**src/rtl/spi_cmd_pkg.sv**
```systemverilog
package spi_cmd_pkg;

  localparam logic [7:0] OP_DMA_WR  = 8'hC1;
  localparam logic [7:0] OP_DMA_RD  = 8'hC2;
  localparam logic [7:0] OP_INT_WR  = 8'hC3;
  localparam logic [7:0] OP_INT_RD  = 8'hC4;
  localparam logic [7:0] OP_TERM    = 8'hC5;
  localparam logic [7:0] OP_REPEAT  = 8'hC6;
  localparam logic [7:0] OP_XDMA_WR = 8'hC7;
  localparam logic [7:0] OP_XDMA_RD = 8'hC8;
  localparam logic [7:0] OP_WORD_WR = 8'hC9;
  localparam logic [7:0] OP_WORD_RD = 8'hCA;
  localparam logic [7:0] OP_RESET   = 8'hCF;

  localparam int HDR_MAX     = 8;
  localparam int HDR_IDX_W   = $clog2(HDR_MAX);
  localparam int LEN_W       = $clog2(HDR_MAX + 1);
  localparam int PAD_MAX     = 12;
  localparam int FRAME_MAX   = HDR_MAX + 1 + PAD_MAX;
  localparam int FRAME_IDX_W = $clog2(FRAME_MAX + 1);
  localparam logic [6:0] CRC_SEED = 7'h7F;

  typedef enum logic [1:0] {
    KIND_PLAIN = 2'd0,
    KIND_CTRL  = 2'd1,
    KIND_READ  = 2'd2
  } reply_kind_e;

  typedef logic [HDR_MAX-1:0][7:0] hdr_bytes_t;

  function automatic logic [6:0] crc7_feed(input logic [6:0] cur, input logic [7:0] din);
    logic [6:0] c;
    logic       fb;
    c = cur;
    for (int b = 7; b >= 0; b--) begin
      fb = c[6] ^ din[b];
      c  = {c[5:0], 1'b0};
      if (fb) c = c ^ 7'h09;
    end
    return c;
  endfunction

  function automatic logic [FRAME_IDX_W-1:0] pad_count(input reply_kind_e k, input logic crc_on);
    case (k)
      KIND_CTRL: return FRAME_IDX_W'(6);
      KIND_READ: return crc_on ? FRAME_IDX_W'(12) : FRAME_IDX_W'(10);
      default:   return FRAME_IDX_W'(5);
    endcase
  endfunction

endpackage

```
**src/rtl/spi_cmd_decode.sv**
```systemverilog
module spi_cmd_decode
  import spi_cmd_pkg::*;
#(
  parameter int REG_LIMIT = 'h30
) (
  input  logic [7:0]        op_in,
  input  logic [23:0]       addr_in,
  input  logic [31:0]       arg_in,
  input  logic              clockless_in,
  input  logic              reg_mode,
  input  logic              reg_write,
  output logic              legal,
  output logic [7:0]        op_eff,
  output hdr_bytes_t        hdr,
  output logic [LEN_W-1:0]  hdr_len,
  output reply_kind_e       kind
);

  logic       low_reg;
  logic       cl_eff;
  logic [7:0] ia_hi;

  assign low_reg = (addr_in < 24'(REG_LIMIT));

  always_comb begin
    if (reg_mode) begin
      op_eff = low_reg ? (reg_write ? OP_INT_WR : OP_INT_RD)
                       : (reg_write ? OP_WORD_WR : OP_WORD_RD);
      cl_eff = low_reg;
    end else begin
      op_eff = op_in;
      cl_eff = clockless_in;
    end
  end

  assign ia_hi = {addr_in[15] | cl_eff, addr_in[14:8]};

  always_comb begin
    hdr     = '0;
    hdr[0]  = op_eff;
    hdr_len = LEN_W'(4);
    kind    = KIND_PLAIN;
    legal   = 1'b1;
    case (op_eff)
      OP_DMA_WR, OP_DMA_RD: begin
        hdr[1] = addr_in[23:16]; hdr[2] = addr_in[15:8]; hdr[3] = addr_in[7:0];
        hdr[4] = arg_in[15:8];   hdr[5] = arg_in[7:0];
        hdr_len = LEN_W'(6);
      end
      OP_XDMA_WR, OP_XDMA_RD: begin
        hdr[1] = addr_in[23:16]; hdr[2] = addr_in[15:8]; hdr[3] = addr_in[7:0];
        hdr[4] = arg_in[23:16];  hdr[5] = arg_in[15:8];  hdr[6] = arg_in[7:0];
        hdr_len = LEN_W'(7);
      end
      OP_INT_WR: begin
        hdr[1] = ia_hi;          hdr[2] = addr_in[7:0];
        hdr[3] = arg_in[31:24];  hdr[4] = arg_in[23:16];
        hdr[5] = arg_in[15:8];   hdr[6] = arg_in[7:0];
        hdr_len = LEN_W'(7);
      end
      OP_INT_RD: begin
        hdr[1] = ia_hi; hdr[2] = addr_in[7:0]; hdr[3] = 8'h00;
        kind   = KIND_READ;
      end
      OP_TERM, OP_REPEAT: begin
        kind = KIND_CTRL;
      end
      OP_RESET: begin
        hdr[1] = 8'hFF; hdr[2] = 8'hFF; hdr[3] = 8'hFF;
        kind   = KIND_CTRL;
      end
      OP_WORD_WR: begin
        hdr[1] = addr_in[23:16]; hdr[2] = addr_in[15:8]; hdr[3] = addr_in[7:0];
        hdr[4] = arg_in[31:24];  hdr[5] = arg_in[23:16];
        hdr[6] = arg_in[15:8];   hdr[7] = arg_in[7:0];
        hdr_len = LEN_W'(8);
      end
      OP_WORD_RD: begin
        hdr[1] = addr_in[23:16]; hdr[2] = addr_in[15:8]; hdr[3] = addr_in[7:0];
        kind   = KIND_READ;
      end
      default: begin
        legal = 1'b0;
      end
    endcase
  end

  always_comb begin
    if (legal) begin
      assert_len_range_R2: assert (hdr_len >= LEN_W'(4) && hdr_len <= LEN_W'(HDR_MAX))
        else $error("header length out of range");
    end
  end

endmodule

```
**src/rtl/spi_cmd_crc7.sv**
```systemverilog
module spi_cmd_crc7
  import spi_cmd_pkg::*;
(
  input  logic       clk,
  input  logic       rst_n,
  input  logic       clear,
  input  logic       upd,
  input  logic [7:0] din,
  output logic [6:0] crc
);

  always_ff @(posedge clk or negedge rst_n) begin
    if (!rst_n)      crc <= CRC_SEED;
    else if (clear)  crc <= CRC_SEED;
    else if (upd)    crc <= crc7_feed(crc, din);
  end

endmodule

```
**src/rtl/spi_cmd_reply_chk.sv**
```systemverilog
module spi_cmd_reply_chk #(
  parameter int IDX_W = 5
) (
  input  logic             clk,
  input  logic             rst_n,
  input  logic             clear,
  input  logic             byte_done,
  input  logic             in_pad,
  input  logic [IDX_W-1:0] pad_pos,
  input  logic             skip_first,
  input  logic [7:0]       expect_op,
  input  logic [7:0]       rx_byte,
  output logic             mismatch,
  output logic             fail_q
);

  logic [IDX_W-1:0] echo_pos;
  logic [IDX_W-1:0] state_pos;

  assign echo_pos  = skip_first ? IDX_W'(1) : IDX_W'(0);
  assign state_pos = echo_pos + IDX_W'(1);

  always_comb begin
    mismatch = 1'b0;
    if (byte_done && in_pad) begin
      if (pad_pos == echo_pos && rx_byte != expect_op) mismatch = 1'b1;
      if (pad_pos == state_pos && rx_byte != 8'h00)    mismatch = 1'b1;
    end
  end

  always_ff @(posedge clk or negedge rst_n) begin
    if (!rst_n)        fail_q <= 1'b0;
    else if (clear)    fail_q <= 1'b0;
    else if (mismatch) fail_q <= 1'b1;
  end

  assert_fail_sticky_R8: assert property (@(posedge clk) disable iff (!rst_n)
    (fail_q && !clear) |=> fail_q)
    else $error("reply failure flag dropped inside a frame");

endmodule

```
**src/rtl/spi_cmd_engine.sv**
```systemverilog
module spi_cmd_engine
  import spi_cmd_pkg::*;
#(
  parameter int REG_LIMIT = 'h30
) (
  input  logic        clk,
  input  logic        rst_n,
  input  logic        req_valid,
  output logic        req_ready,
  input  logic [7:0]  req_opcode,
  input  logic [23:0] req_addr,
  input  logic [31:0] req_arg,
  input  logic        req_clockless,
  input  logic        req_crc_en,
  input  logic        req_reg_mode,
  input  logic        req_reg_write,
  output logic        sh_req,
  output logic [7:0]  sh_tx_byte,
  input  logic        sh_ack,
  input  logic [7:0]  sh_rx_byte,
  output logic        cs,
  output logic        done,
  output logic        ok
);

  localparam int IDX_W = FRAME_IDX_W;

  typedef enum logic [1:0] {ST_IDLE, ST_XFER, ST_REJECT} state_e;

  state_e            state;
  logic [IDX_W-1:0]  idx;
  logic [IDX_W-1:0]  total_q;
  hdr_bytes_t        hdr_q;
  logic [LEN_W-1:0]  body_q;
  logic              crc_on_q;
  logic [7:0]        op_q;
  reply_kind_e       kind_q;
  logic              cs_q, done_q, ok_q;

  logic              dec_legal;
  logic [7:0]        dec_op;
  hdr_bytes_t        dec_hdr;
  logic [LEN_W-1:0]  dec_len;
  reply_kind_e       dec_kind;

  logic              start;
  logic              byte_done;
  logic              last_byte;
  logic [IDX_W-1:0]  body_w, hlen;
  logic              in_body, in_pad;
  logic [IDX_W-1:0]  pad_pos;
  logic [6:0]        crc_val;
  logic              chk_mismatch, chk_fail;

  spi_cmd_decode #(.REG_LIMIT(REG_LIMIT)) u_decode (
    .op_in        (req_opcode),
    .addr_in      (req_addr),
    .arg_in       (req_arg),
    .clockless_in (req_clockless),
    .reg_mode     (req_reg_mode),
    .reg_write    (req_reg_write),
    .legal        (dec_legal),
    .op_eff       (dec_op),
    .hdr          (dec_hdr),
    .hdr_len      (dec_len),
    .kind         (dec_kind)
  );

  assign req_ready = (state == ST_IDLE);
  assign start     = req_valid && req_ready;
  assign sh_req    = (state == ST_XFER);
  assign byte_done = sh_req && sh_ack;
  assign last_byte = (idx == total_q - IDX_W'(1));

  assign body_w  = IDX_W'(body_q);
  assign hlen    = body_w + IDX_W'(crc_on_q);
  assign in_body = (idx < body_w);
  assign in_pad  = (idx >= hlen);
  assign pad_pos = idx - hlen;

  always_comb begin
    if (in_body)                          sh_tx_byte = hdr_q[idx[HDR_IDX_W-1:0]];
    else if (crc_on_q && idx == body_w)   sh_tx_byte = {crc_val, 1'b0};
    else                                  sh_tx_byte = 8'h00;
  end

  spi_cmd_crc7 u_crc (
    .clk   (clk),
    .rst_n (rst_n),
    .clear (start),
    .upd   (byte_done && in_body),
    .din   (sh_tx_byte),
    .crc   (crc_val)
  );

  spi_cmd_reply_chk #(.IDX_W(IDX_W)) u_reply (
    .clk        (clk),
    .rst_n      (rst_n),
    .clear      (start),
    .byte_done  (byte_done),
    .in_pad     (in_pad),
    .pad_pos    (pad_pos),
    .skip_first (kind_q == KIND_CTRL),
    .expect_op  (op_q),
    .rx_byte    (sh_rx_byte),
    .mismatch   (chk_mismatch),
    .fail_q     (chk_fail)
  );

  always_ff @(posedge clk or negedge rst_n) begin
    if (!rst_n) begin
      state    <= ST_IDLE;
      idx      <= '0;
      total_q  <= '0;
      hdr_q    <= '0;
      body_q   <= '0;
      crc_on_q <= 1'b0;
      op_q     <= 8'h00;
      kind_q   <= KIND_PLAIN;
      cs_q     <= 1'b0;
      done_q   <= 1'b0;
      ok_q     <= 1'b0;
    end else begin
      done_q <= 1'b0;
      case (state)
        ST_IDLE: begin
          if (start) begin
            idx      <= '0;
            hdr_q    <= dec_hdr;
            body_q   <= dec_len;
            crc_on_q <= req_crc_en;
            op_q     <= dec_op;
            kind_q   <= dec_kind;
            total_q  <= IDX_W'(dec_len) + IDX_W'(req_crc_en) + pad_count(dec_kind, req_crc_en);
            ok_q     <= 1'b0;
            if (dec_legal) begin
              state <= ST_XFER;
              cs_q  <= 1'b1;
            end else begin
              state <= ST_REJECT;
            end
          end
        end
        ST_XFER: begin
          if (sh_ack) begin
            idx <= idx + IDX_W'(1);
            if (last_byte) begin
              state  <= ST_IDLE;
              cs_q   <= 1'b0;
              done_q <= 1'b1;
              ok_q   <= !(chk_fail || chk_mismatch);
            end
          end
        end
        default: begin
          state  <= ST_IDLE;
          done_q <= 1'b1;
          ok_q   <= 1'b0;
        end
      endcase
    end
  end

  assign cs   = cs_q;
  assign done = done_q;
  assign ok   = ok_q;

  assert_busy_not_ready_R1: assert property (@(posedge clk) disable iff (!rst_n)
    cs |-> !req_ready)
    else $error("ready while a frame is in flight");

  assert_reject_silent_R9: assert property (@(posedge clk) disable iff (!rst_n)
    (req_valid && req_ready && !dec_legal) |=> (!cs && !sh_req && !done) ##1 (done && !ok && !cs))
    else $error("illegal opcode not rejected silently");

  assert_done_pulse_R11: assert property (@(posedge clk) disable iff (!rst_n)
    done |=> !done)
    else $error("done longer than one cycle");

  assert_done_after_ack_R11: assert property (@(posedge clk) disable iff (!rst_n)
    (done && ok) |-> ($past(sh_ack) && !cs))
    else $error("ok result without a final byte exchange");

  assert_tx_stable_R12: assert property (@(posedge clk) disable iff (!rst_n)
    (sh_req && !sh_ack) |=> (sh_req && $stable(sh_tx_byte)))
    else $error("byte changed before acknowledge");

endmodule

```
**config.mk**
```make
export PLATFORM = sky130hd
export DESIGN_NAME = spi_cmd_engine
export DESIGN_NICKNAME = d
export VERILOG_FILES = /design/src/rtl/spi_cmd_pkg.sv /design/src/rtl/spi_cmd_decode.sv /design/src/rtl/spi_cmd_crc7.sv /design/src/rtl/spi_cmd_reply_chk.sv /design/src/rtl/spi_cmd_engine.sv
export SDC_FILE = /design/constraint.sdc
export NUM_CORES = 1
export LEC_CHECK = 0
export ABC_CLOCK_PERIOD_IN_PS = 4300
export BUFFER_PORTS_ARGS = -buffer_cell sky130_fd_sc_hd__clkbuf_2
export CORE_UTILIZATION = 55
export DETAILED_ROUTE_END_ITERATION = 12
export PLACE_DENSITY = 0.77
export SYNTH_ARGS = -nofsm -noshare
export SYNTH_HDL_FRONTEND = slang
export SYNTH_SLANG_ARGS = --single-unit
```
**constraint.sdc**
```tcl
create_clock -name clk -period 4.3 [get_ports clk]
set_clock_uncertainty 0.2 [all_clocks]
set_input_delay 0.43 -clock clk [delete_from_list [all_inputs] [get_ports clk]]
set_output_delay 0.43 -clock clk [all_outputs]
set_load 0.05 [all_outputs]
```
==> impl_metrics.csv <==
group,metric,value,unit
pwr,fin_total_pwr,4945,uW
timing,rsz0062_at_grt,"no",
detailed_routing,ant_nets,0,
timing,fin_setup_tns,0,ns
timing,period_minus_slack,3.557,ns
logic_synthesis,async_flop_share,100.0,%
place,io_buffers,92,
status,outcome,"complete, no violations",
detailed_routing,wl,16850,um
floorplan,die_h,108.6,um
final_layout,area_growth_syn_to_layout,12.93,%
timing,setup_viol,0,
timing,timing.hold.ws,0.01942,ns
logic_synthesis,yosys_warnings,0,
logic_synthesis,synth.avg_cell_area,9.348,sq um
logic_synthesis,synth_edf_count,0,
logic_synthesis,syn_area,0.006253,sq mm
place,dpl.hpwl,11990,um
detailed_routing,viasPerCell,6.368,
worst_setup_path,regToRegStartpoint,"idx[0]",
logic_synthesis,synthTopCellsByArea,"dfrtp_1 35%, nor2_1 5.3%, mux4_2 4.7%",
floorplan,start_util,57.19,%
detailed_routing,num_vias,5642,
global_routing,grt_max_degree,76,
global_routing,gr-total-overflow,0,
clock_network,clkTransAtPathRegs,0.06,ns
timing,post-route-period-util,82.72,%
logic_synthesis,yosysTopAreaCellShare,34.81,%
timing,max_freq,281.1,MHz
clock_network,htreeDepth,3,
worst_setup_path,worst-setup-path-type,"reg2out",
detailed_routing,drc,0,
logic_synthesis,syn_nets,771,
hold_path,min_path_type,"in2async",
pwr,power_per_cell_area,700.3,mW/mm^2
detailed_routing,firstDrtPassIters,7,
timing,slew_violations,0,
global_routing,grt_usage,30.04,%
floorplan,die_x,108.6,um
worst_setup_path,required,3.67,ns
clock_network,post-cts-setup-buffer-count,0,
floorplan,ios,93,
worst_setup_path,cp_max_fo,22,
clock_network,clock-sinks,94,
final_layout,antenna_cells,0,
job,max-cap-violations,0,
final_layout,final_common_cell,"clkbuf_2",
global_routing,antenna_found_initial,0,
logic_synthesis,ys.flop_type,"dfrtp_1",
final_layout,final_cell_mix,"91 x clkbuf_2, 88 x nor2_1, 87 x dfrtp_1",
final_layout,final_nets,843,
timing,timing.slew.headroom,35.87,%
clock_network,cts_hold_buf,0,
floorplan,num_rows,38,
detailed_routing,wl_per_cell,19.01,um
timing,hold_viol,0,
detailed_routing,drt_first_iter_violations,554,
clock_network,ctsResizeCount,0,
worst_setup_path,arrival,2.93,ns
logic_synthesis,synthCells,669,
worst_setup_path,startpoint,"idx[0]",
clock_network,clk_latency,0.35,ns
global_routing,grt_pass1_vias,5370,
logic_synthesis,yosys.area.top_type,"dfrtp_1",
pwr,irDropWorstVdd,0.5294,mV
place,gp_congestion,0.9312,
clock_network,cts_made_buffers,9,
logic_synthesis,synth-seq-cells,94,
clock_network,cts_tree,"yes",
floorplan,core_area,0.01094,sq mm
global_routing,grt_first_pass_wirelength,26630,um
clock_network,clock-root-buffer,"clkbuf_16",
pwr,power.leakage,0.003151,uW
worst_setup_path,worstSetupEndpointType,"output port",
timing,tightest_slew,0.9619,ns
logic_synthesis,yosysUniqueCellTypes,79,
clock_network,cts_buffer_depth,2,
logic_synthesis,yosysSeqAreaShare,37.76,%
final_layout,drive_gt1_share,22.92,%
worst_setup_path,worstSetupStartpointType,"flip-flop",
floorplan,dieArea,0.01180,sq mm
## cell usage after synthesis (3+ instances only)
cell and n:
nor2_1 89, dfrtp_1 87, nand2_1 78, o21ai_0 34
a221oi_1 29, clkbuf_1 24, nand3_1 23, xor2_1 21
inv_1 20, ha_1 19, a21oi_1 17, a222oi_1 16
nor3_1 16, xnor2_1 15, o21ai_1 14, mux4_2 13
nand2b_1 9, nor4_1 9, a21o_1 8, nor2b_1 8
buf_1 7, dfstp_2 7, buf_6 6, a31oi_1 5
a211oi_1 4, a221oi_2 4, mux2i_1 4, nand4_1 4
a2111oi_0 3, a21boi_0 3, a21oi_4 3, fa_1 3
mux2i_4 3, mux4_1 3, nor4b_1 3, o21a_1 3
or3_1 3
## cells by family (layout without fill, tap and decap cells)
group | count (synthesis) | count (layout) | synth area share [%]
AND/OR/NAND/NOR | 261 | 261 | 19.41
AO/OA/AOI/OAI | 167 | 167 | 20.05
flip-flops | 94 | 94 | 37.76
buffers and inverters | 64 | 141 | 4.922
XOR/XNOR | 36 | 36 | 5.042
multiplexers | 25 | 25 | 8.063
adder cells (fa/ha/maj) | 22 | 22 | 4.762
## area by class of cell
| type | count | area (sq um) |
|---|---|---|
| clock buffers | 12 | 266.5 |
| clock inverters | 4 | 28.78 |
| fillers | 918 | 3874 |
| inverters | 21 | 78.83 |
| multi-input cells | 511 | 3598 |
| flip-flops and latches | 94 | 2361 |
| well taps | 140 | 175.2 |
| repair buffers | 104 | 553.0 |
## worst max-delay path, stage by stage, from the launching register on
cell and delay, ns:
dfrtp_1 0.33, buf_4 0.37, inv_1 0.13, ha_1 0.31, nand4_1 0.12, nor3b_2 0.44, a21boi_1 0.25, buf_4 0.19
nand2_1 0.06, o21ai_0 0.08, clkbuf_2 0.31
## routing by layer
metal | track usage (%) | vias up | share of wire, %
met2 | 50.81 | 247 | 49
li1 | - | 2622 | -
met5 | 0 | - | 0
met1 | 38.49 | 2743 | 42
met4 | 11.00 | 0 | 2.1
met3 | 5.439 | 30 | 7.3
## sequential cells by signal, indices dropped and copies added, names as in the netlist
name,count
u_crc.crc,7
total_q,5
u_reply.fail_q,1
crc_on_q,1
idx,5
kind_q,2
body_q,4
hdr_q,56
ok,1
state,2
cs,1
done,1
op_q,8
## power by group
group,total [uW],internal (uW),leakage [uW],switching (uW)
combinational,2690,1060,0.00183,1630
clock,801,441,0.000141,360
sequential,1460,1210,0.00118,248
total,4950,2700,0.00315,2240
## worst paths after layout
check | cells after the start | slack [ns] | endpoint
min in group clk | 3 | 0.13 | hdr_q[60]
min | 1 | 0.02 | cs
max in group asynchronous | 2 | 3.00 | op_q[1]
max | 10 | 0.74 | sh_tx_byte[1]
min reg2reg | 2 | 0.27 | hdr_q[58]
max reg2reg | 10 | 1.08 | u_crc.crc[3]
## per-stage QoR
stage	util, %	worst slack, ns	std cells	cell area [sq um]
global placement	61.88	0.6674	870	6766
finish	64.58	0.7430	886	7062
global route	64.58	0.5752	886	7062
CTS	64.58	0.7203	886	7062
floorplan	-	0.7436	669	6254
detailed placement	61.88	0.4902	870	6766
(Power assumes the default switching activity.)
